## config.mk

```make
export PLATFORM = sky130hd
export DESIGN_NAME = dma_cs_top
export DESIGN_NICKNAME = d
export VERILOG_FILES = /design/src/rtl/dma_cs_pkg.sv /design/src/rtl/dma_cs_regdec.sv /design/src/rtl/dma_cs_channel.sv /design/src/rtl/dma_cs_rdmux.sv /design/src/rtl/dma_cs_top.sv
export SDC_FILE = /design/constraint.sdc
export NUM_CORES = 1
export LEC_CHECK = 0
export BUFFER_PORTS_ARGS = -buffer_cell sky130_fd_sc_hd__buf_2
export CAP_MARGIN = 20
export CORE_MARGIN = 2
export CORE_UTILIZATION = 25
export DETAILED_ROUTE_END_ITERATION = 6
export PLACE_DENSITY = 0.47
export SYNTH_ARGS = -nofsm -noshare
export SYNTH_HDL_FRONTEND = slang
export SYNTH_HIERARCHICAL = 1
export SYNTH_SLANG_ARGS = --single-unit
export TNS_END_PERCENT = 1
```

## constraint.sdc

```tcl
create_clock -name clk -period 2.7 [get_ports clk]
set_input_delay 0.54 -clock clk [delete_from_list [all_inputs] [get_ports clk]]
set_output_delay 0.54 -clock clk [all_outputs]
set_load 0.005 [all_outputs]
```

## src/rtl/dma_cs_pkg.sv

```systemverilog
package dma_cs_pkg;

  localparam int REG_W     = 32;
  localparam int BLK_SHIFT = 8;

  // register offsets inside a channel block
  localparam logic [BLK_SHIFT-1:0] OFS_MODE = 8'h00;
  localparam logic [BLK_SHIFT-1:0] OFS_STAT = 8'h04;
  localparam logic [BLK_SHIFT-1:0] OFS_CUR  = 8'h08;
  localparam logic [BLK_SHIFT-1:0] OFS_NEXT = 8'h0C;

  // mode register bits
  localparam int MODE_GO    = 0;
  localparam int MODE_CHAIN = 1;
  localparam int MODE_ERRIE = 2;
  localparam int MODE_ENDIE = 3;

  // status register bits
  localparam int ST_LMEM   = 7;
  localparam int ST_BUSERR = 4;
  localparam int ST_BUSY   = 2;
  localparam int ST_SEG    = 1;
  localparam int ST_END    = 0;

  localparam int CUR_SEGIE = 3;
  localparam int NEXT_LAST = 0;

  localparam logic [REG_W-1:0] MODE_KEEP  = 32'h0000_000E;
  localparam logic [REG_W-1:0] STAT_W1C   = 32'h0000_0093;
  localparam logic [REG_W-1:0] STAT_ERRS  = 32'h0000_0090;
  localparam logic [REG_W-1:0] STAT_DONES = 32'h0000_0003;
  localparam logic [REG_W-1:0] CUR_KEEP   = 32'hFFFF_FFE8;
  localparam logic [REG_W-1:0] NEXT_KEEP  = 32'hFFFF_FFE1;
  localparam logic [REG_W-1:0] ADDR_FIELD = 32'hFFFF_FFE0;

  typedef enum logic [1:0] {
    SEL_MODE = 2'd0,
    SEL_STAT = 2'd1,
    SEL_CUR  = 2'd2,
    SEL_NEXT = 2'd3
  } reg_sel_e;

  // chain step: address field from the next word, control bits stay
  function automatic logic [REG_W-1:0] advance_cur(input logic [REG_W-1:0] cur,
                                                   input logic [REG_W-1:0] nxt);
    return (nxt & ADDR_FIELD) | (cur & ~ADDR_FIELD & CUR_KEEP);
  endfunction

  // write-one-to-clear with hardware set taking priority
  function automatic logic [REG_W-1:0] w1c_update(input logic [REG_W-1:0] old,
                                                  input logic [REG_W-1:0] wdata,
                                                  input logic             clr_en,
                                                  input logic [REG_W-1:0] set_vec);
    logic [REG_W-1:0] clr;
    clr = clr_en ? wdata : '0;
    return ((old & ~clr) | set_vec) & STAT_W1C;
  endfunction

  function automatic logic [REG_W-1:0] stat_view(input logic [REG_W-1:0] flags,
                                                 input logic             bsy);
    logic [REG_W-1:0] v;
    v = flags & STAT_W1C;
    v[ST_BUSY] = bsy;
    return v;
  endfunction

  function automatic logic irq_of(input logic [REG_W-1:0] flags,
                                  input logic             err_en);
    return (err_en & (|(flags & STAT_ERRS))) | (|(flags & STAT_DONES));
  endfunction

endpackage

```

## src/rtl/dma_cs_regdec.sv

```systemverilog
module dma_cs_regdec
  import dma_cs_pkg::*;
#(
  parameter int NUM_CH = 2,
  parameter int ADDR_W = 12,
  localparam int IDX_W = (NUM_CH > 1) ? $clog2(NUM_CH) : 1
) (
  input  logic [ADDR_W-1:0] reg_addr,
  input  logic              reg_wr,
  output logic [NUM_CH-1:0] wr_mode,
  output logic [NUM_CH-1:0] wr_stat,
  output logic [NUM_CH-1:0] wr_cur,
  output logic [NUM_CH-1:0] wr_next,
  output logic              rd_hit,
  output logic [IDX_W-1:0]  rd_ch,
  output reg_sel_e          rd_sel
);

  localparam int BLK_W = ADDR_W - BLK_SHIFT;

  logic [BLK_W-1:0]     blk;
  logic [BLK_SHIFT-1:0] ofs;
  int                   blk_i;
  logic                 ofs_ok;

  assign blk   = reg_addr[ADDR_W-1:BLK_SHIFT];
  assign ofs   = reg_addr[BLK_SHIFT-1:0];
  assign blk_i = int'(blk);

  always_comb begin
    ofs_ok = 1'b1;
    rd_sel = SEL_MODE;
    case (ofs)
      OFS_MODE: rd_sel = SEL_MODE;
      OFS_STAT: rd_sel = SEL_STAT;
      OFS_CUR:  rd_sel = SEL_CUR;
      OFS_NEXT: rd_sel = SEL_NEXT;
      default:  ofs_ok = 1'b0;
    endcase
  end

  assign rd_hit = ofs_ok && (blk_i >= 1) && (blk_i <= NUM_CH);
  assign rd_ch  = IDX_W'(blk_i - 1);

  for (genvar c = 0; c < NUM_CH; c++) begin : g_strobe
    logic mine;
    assign mine       = reg_wr && rd_hit && (blk_i == c + 1);
    assign wr_mode[c] = mine && (rd_sel == SEL_MODE);
    assign wr_stat[c] = mine && (rd_sel == SEL_STAT);
    assign wr_cur[c]  = mine && (rd_sel == SEL_CUR);
    assign wr_next[c] = mine && (rd_sel == SEL_NEXT);
  end

endmodule

```

## src/rtl/dma_cs_channel.sv

```systemverilog
module dma_cs_channel
  import dma_cs_pkg::*;
(
  input  logic             clk,
  input  logic             rst_n,
  input  logic             wr_mode,
  input  logic             wr_stat,
  input  logic             wr_cur,
  input  logic             wr_next,
  input  logic [REG_W-1:0] wdata,
  input  logic             seg_done,
  input  logic             mem_err,
  input  logic             bus_err,
  input  logic             nd_load,
  input  logic [REG_W-1:0] nd_word,
  output logic [REG_W-1:0] mode_rd,
  output logic [REG_W-1:0] stat_rd,
  output logic [REG_W-1:0] cur_rd,
  output logic [REG_W-1:0] next_rd,
  output logic             busy,
  output logic             irq,
  output logic             start_evt,
  output logic             adv_evt,
  output logic             end_evt,
  output logic             err_evt
);

  logic [REG_W-1:0] mode_q, flags_q, cur_q, next_q;
  logic             busy_q;
  logic             seg_ok, is_last;
  logic [REG_W-1:0] set_vec;

  // events seen by this channel in the current cycle
  assign err_evt   = busy_q & (mem_err | bus_err);
  assign seg_ok    = busy_q & seg_done & ~err_evt;
  assign is_last   = ~mode_q[MODE_CHAIN] | next_q[NEXT_LAST];
  assign start_evt = wr_mode & wdata[MODE_GO] & ~busy_q;
  assign adv_evt   = seg_ok & ~is_last;
  assign end_evt   = seg_ok & is_last;

  always_comb begin
    set_vec            = '0;
    set_vec[ST_LMEM]   = busy_q & mem_err;
    set_vec[ST_BUSERR] = busy_q & bus_err;
    set_vec[ST_SEG]    = seg_ok & cur_q[CUR_SEGIE];
    set_vec[ST_END]    = end_evt & mode_q[MODE_ENDIE];
  end

  always_ff @(posedge clk or negedge rst_n) begin
    if (!rst_n) begin
      mode_q  <= '0;
      flags_q <= '0;
      cur_q   <= '0;
      next_q  <= '0;
      busy_q  <= 1'b0;
    end else begin
      if (wr_mode) mode_q <= wdata & MODE_KEEP;
      flags_q <= w1c_update(flags_q, wdata, wr_stat, set_vec);
      if (err_evt || end_evt) busy_q <= 1'b0;
      else if (start_evt)     busy_q <= 1'b1;
      if (adv_evt)                 cur_q <= advance_cur(cur_q, next_q);
      else if (wr_cur && !busy_q)  cur_q <= wdata & CUR_KEEP;
      if (nd_load)                 next_q <= nd_word & NEXT_KEEP;
      else if (wr_next)            next_q <= wdata & NEXT_KEEP;
    end
  end

  assign mode_rd = mode_q;
  assign stat_rd = stat_view(flags_q, busy_q);
  assign cur_rd  = cur_q;
  assign next_rd = next_q;
  assign busy    = busy_q;
  assign irq     = irq_of(flags_q, mode_q[MODE_ERRIE]);

endmodule

```

## src/rtl/dma_cs_rdmux.sv

```systemverilog
module dma_cs_rdmux
  import dma_cs_pkg::*;
#(
  parameter int NUM_CH = 2,
  localparam int IDX_W = (NUM_CH > 1) ? $clog2(NUM_CH) : 1
) (
  input  logic                    rd_hit,
  input  logic [IDX_W-1:0]        rd_ch,
  input  reg_sel_e                rd_sel,
  input  logic [NUM_CH*REG_W-1:0] mode_flat,
  input  logic [NUM_CH*REG_W-1:0] stat_flat,
  input  logic [NUM_CH*REG_W-1:0] cur_flat,
  input  logic [NUM_CH*REG_W-1:0] next_flat,
  output logic [REG_W-1:0]        rdata
);

  always_comb begin
    rdata = '0;
    if (rd_hit) begin
      for (int c = 0; c < NUM_CH; c++) begin
        if (int'(rd_ch) == c) begin
          case (rd_sel)
            SEL_MODE: rdata = mode_flat[c*REG_W +: REG_W];
            SEL_STAT: rdata = stat_flat[c*REG_W +: REG_W];
            SEL_CUR:  rdata = cur_flat[c*REG_W +: REG_W];
            default:  rdata = next_flat[c*REG_W +: REG_W];
          endcase
        end
      end
    end
  end

endmodule

```

## src/rtl/dma_cs_top.sv

```systemverilog
module dma_cs_top
  import dma_cs_pkg::*;
#(
  parameter int NUM_CH = 2,
  parameter int ADDR_W = 12
) (
  input  logic                    clk,
  input  logic                    rst_n,
  input  logic [ADDR_W-1:0]       reg_addr,
  input  logic                    reg_wr,
  input  logic [31:0]             reg_wdata,
  output logic [31:0]             reg_rdata,
  input  logic [NUM_CH-1:0]       seg_done,
  input  logic [NUM_CH-1:0]       mem_err,
  input  logic [NUM_CH-1:0]       bus_err,
  input  logic [NUM_CH-1:0]       nd_load,
  input  logic [NUM_CH*32-1:0]    nd_word,
  output logic [NUM_CH-1:0]       busy,
  output logic [NUM_CH-1:0]       irq
);

  localparam int IDX_W  = (NUM_CH > 1) ? $clog2(NUM_CH) : 1;
  localparam int FLAT_W = NUM_CH * REG_W;

  logic [NUM_CH-1:0] wr_mode, wr_stat, wr_cur, wr_next;
  logic              rd_hit;
  logic [IDX_W-1:0]  rd_ch;
  reg_sel_e          rd_sel;

  logic [FLAT_W-1:0] mode_flat, stat_flat, cur_flat, next_flat;

  // named per-channel events, observed by the bound checker
  logic [NUM_CH-1:0] start_evt, adv_evt, end_evt, err_evt;

  dma_cs_regdec #(.NUM_CH(NUM_CH), .ADDR_W(ADDR_W)) u_dec (
    .reg_addr (reg_addr),
    .reg_wr   (reg_wr),
    .wr_mode  (wr_mode),
    .wr_stat  (wr_stat),
    .wr_cur   (wr_cur),
    .wr_next  (wr_next),
    .rd_hit   (rd_hit),
    .rd_ch    (rd_ch),
    .rd_sel   (rd_sel)
  );

  for (genvar c = 0; c < NUM_CH; c++) begin : g_ch
    dma_cs_channel u_ch (
      .clk       (clk),
      .rst_n     (rst_n),
      .wr_mode   (wr_mode[c]),
      .wr_stat   (wr_stat[c]),
      .wr_cur    (wr_cur[c]),
      .wr_next   (wr_next[c]),
      .wdata     (reg_wdata),
      .seg_done  (seg_done[c]),
      .mem_err   (mem_err[c]),
      .bus_err   (bus_err[c]),
      .nd_load   (nd_load[c]),
      .nd_word   (nd_word[c*REG_W +: REG_W]),
      .mode_rd   (mode_flat[c*REG_W +: REG_W]),
      .stat_rd   (stat_flat[c*REG_W +: REG_W]),
      .cur_rd    (cur_flat[c*REG_W +: REG_W]),
      .next_rd   (next_flat[c*REG_W +: REG_W]),
      .busy      (busy[c]),
      .irq       (irq[c]),
      .start_evt (start_evt[c]),
      .adv_evt   (adv_evt[c]),
      .end_evt   (end_evt[c]),
      .err_evt   (err_evt[c])
    );
  end

  dma_cs_rdmux #(.NUM_CH(NUM_CH)) u_rd (
    .rd_hit    (rd_hit),
    .rd_ch     (rd_ch),
    .rd_sel    (rd_sel),
    .mode_flat (mode_flat),
    .stat_flat (stat_flat),
    .cur_flat  (cur_flat),
    .next_flat (next_flat),
    .rdata     (reg_rdata)
  );

endmodule

```

==> summary.md <==
| Metric | Value |
|---|---|
| Post-route ant nets | 0 |
| First-pass GRT wire length | 40.7 mm |
| Drt via density | 4.49 |
| GPL Wtd Cong | 0.760 |
| Latest clock arrival within the worst-skew pair | 0.42 ns |
| CTS tree | yes |
| Area Growth Syn to Fin | 18.6% |
| Hold_buf cts | 0 |
| Status | complete, but fails checks |
| GRT Max-Usage Layer | met2 |
| Setup WS post-layout | -0.251 ns |
| Fmax | 0.339 GHz |
| Drt total wl | 26.3 mm |
| Cell Area, Synth | 9030 um^2 |
| Fill count | 3734 |
| Cell Pwr Density | 467 nW/um^2 |
| Nets | 1045 |
| Crit end category | output pin |
| Failing checks | negative setup slack |
| Syn avg cell area | 11.7 um^2 |
| Crit path arrival time | 2.41 ns |
| Min-Delay Path Class | in2async |
| GRT Overall Usage | 0.143 |
| FP Rows | 69 |
| Residual DRC count | 0 |
| Met3 Use GR | 0.0292 |
| Clock Skews | 0.00585 ns |
| Clock Tree Buf Depth | 2 |
| Fin. max-slew vios | 0 |
| CP required | 2.16 ns |
| Mapped Cells | 772 |
| Maximum VDD drop | 409 uV |
| Share of layout cells above drive strength 1 | 0.314 |
| Crit path kind | in2out |
| Gr ovfl total | 0 |
| Yosys warns | 6 |
| Total placed cells including tap cells | 1368 |
| Post-DP HPWL | 18.6 mm |
| Count of input and output buffers | 146 |
| Number of global-route vias before repair | 6634 |
| Clk slew on worst S/H paths | 0.06 ns |
| Final setup fails | 32 |
| Antenna Cells | 0 |
| Multi-input logic area | 4900 um^2 |
| Initial antenna violation count | 2 |
| Largest net degree at the start of global routing | 56 |
| Routed via count | 6289 |
| TritonCTS Buffers | 17 |
| Worst-margin pin slew | 0.550 ns |
| Die width | 194 um |
| Core area | 35600 um^2 |
| Max-Cap Viols | 0 |
| Startpoint class of the critical path | primary input |
| H-tree levels | 4 |
| Post-layout min period | 2.95 ns |
| Placement Cell Area | 10100 um^2 |
| Relative slew slack | 0.633 |
| Drt first pass iters | 4 |
| Initial Util | 0.254 |
| Clk Tree Root Cell | clkbuf_16 |
| DRT iter0 DRCs | 236 |
| Leak Pwr | 4.78 nW |
| Post-route cell area | 10700 um^2 |
| Vert. Die Dim | 194 um |
| Final non-filler cell total | 1400 |
| Crit share post-route | 1.09 |
| Crit-path max FO | 18 |
| Unrepaired setup endpoints after global routing | yes |
| I/O pins | 155 |
| FF+latch area | 3200 um^2 |
| Drt wl/cell | 18.8 um |
| Die area | 37700 um^2 |
| Clk sinks | 128 |
| M1 GR Usage | 0.189 |
| Final setup TNS | -6.21 ns |
| GR Layer Usage met2 | 0.235 |
| Total Power | 5.01 mW |
| Fin. Hold Viols | 0 |
critical path, stage by stage:
cell and delay (ns):
buf_6 0.09, or4_4 0.55, buf_6 0.15, nor3_4 0.19
buf_12 0.19, buf_12 0.17, mux4_2 0.19, a22o_1 0.19
buf_2 0.14
worst paths after layout:
path                       slack, ns                     from  cells past startpoint                        to
min in group clk                0.32              nd_word[10]                      3  g_ch[0].u_ch/next_rd[10]
setup reg to reg                0.89        g_ch[0].u_ch/busy                      4   g_ch[0].u_ch/cur_rd[30]
hold / removal                  0.07                    rst_n                      1   g_ch[0].u_ch/next_rd[6]
hold reg to reg                 0.51  g_ch[1].u_ch/cur_rd[19]                      1   g_ch[1].u_ch/cur_rd[19]
max in group asynchronous       1.87                    rst_n                      2   g_ch[1].u_ch/cur_rd[21]
setup / recovery               -0.25              reg_addr[1]                      9             reg_rdata[12]
through the flow:
step | util | hold WS [ns] | setup WS [ns]
3_3_place_gp | 0.283 | 0.490 | -0.360
6_report | 0.301 | 0.0741 | -0.251
5_1_grt | 0.301 | 0.0952 | -0.332
2_1_floorplan | - | 0.244 | -0.00676
4_1_cts | 0.300 | 0.0738 | -0.295
3_5_place_dp | 0.283 | 0.491 | -0.364
area by class of cell:
type | instances | share of cell area
Multi-Input combinational cell | 577 | 0.458
Sequential cell | 128 | 0.299
Timing Repair Buffer | 199 | 0.131
Tap cell | 461 | 0.0538
Clock buffer | 21 | 0.0439
Clock inverter | 11 | 0.0127
Inverter | 3 | 0.00128
flip-flops by register name, indices dropped and copies added (netlist names):
| signal | cells |
|---|---|
| g_ch.u_ch/next_rd | 56 |
| g_ch.u_ch/cur_rd | 56 |
| g_ch.u_ch/mode_rd | 6 |
| g_ch.u_ch/busy | 2 |
| g_ch.u_ch/flags_q | 8 |
cells in the final DEF, fill, tap and decap left out, drive strengths merged:
cell type  count
nor4b          1
or2            1
a41oi          2
conb         128
clkbuf        21
buf          199
inv            3
a21oi          2
nor3           4
nand4bb        2
or4b           2
nor2           7
bufinv         3
mux4          64
and2          55
or4            2
dfrtp        128
mux2i         56
xnor2          1
mux2           8
a22o          38
nor2b          9
o21ai         60
clkinv         7
a221o         54
or4bb          1
nand2         68
nand3          2
nor4           8
clkinvlp       1
nand3b         2
report_power, final:
part / switching (mW) / internal, mW
clock: 0.905 / 1.52
combinational: 0.253 / 0.256
sequential: 0.0741 / 2.00
total: 1.23 / 3.77
timing repair:
action	in CTS	in global routing
gates resized for setup	7	5
setup buffers	0	0
pin swaps	0	7
endpoints found under the setup margin	32	32
layer usage:
layer / vias up / part of all wire
li1: 2976 / -
met1: 3176 / 0.48
met2: 111 / 0.48
met3: 22 / 0.033
met4: 4 / 0.014
met5: - / 0.00068
Note: power is estimated with default switching activity, not from simulation.
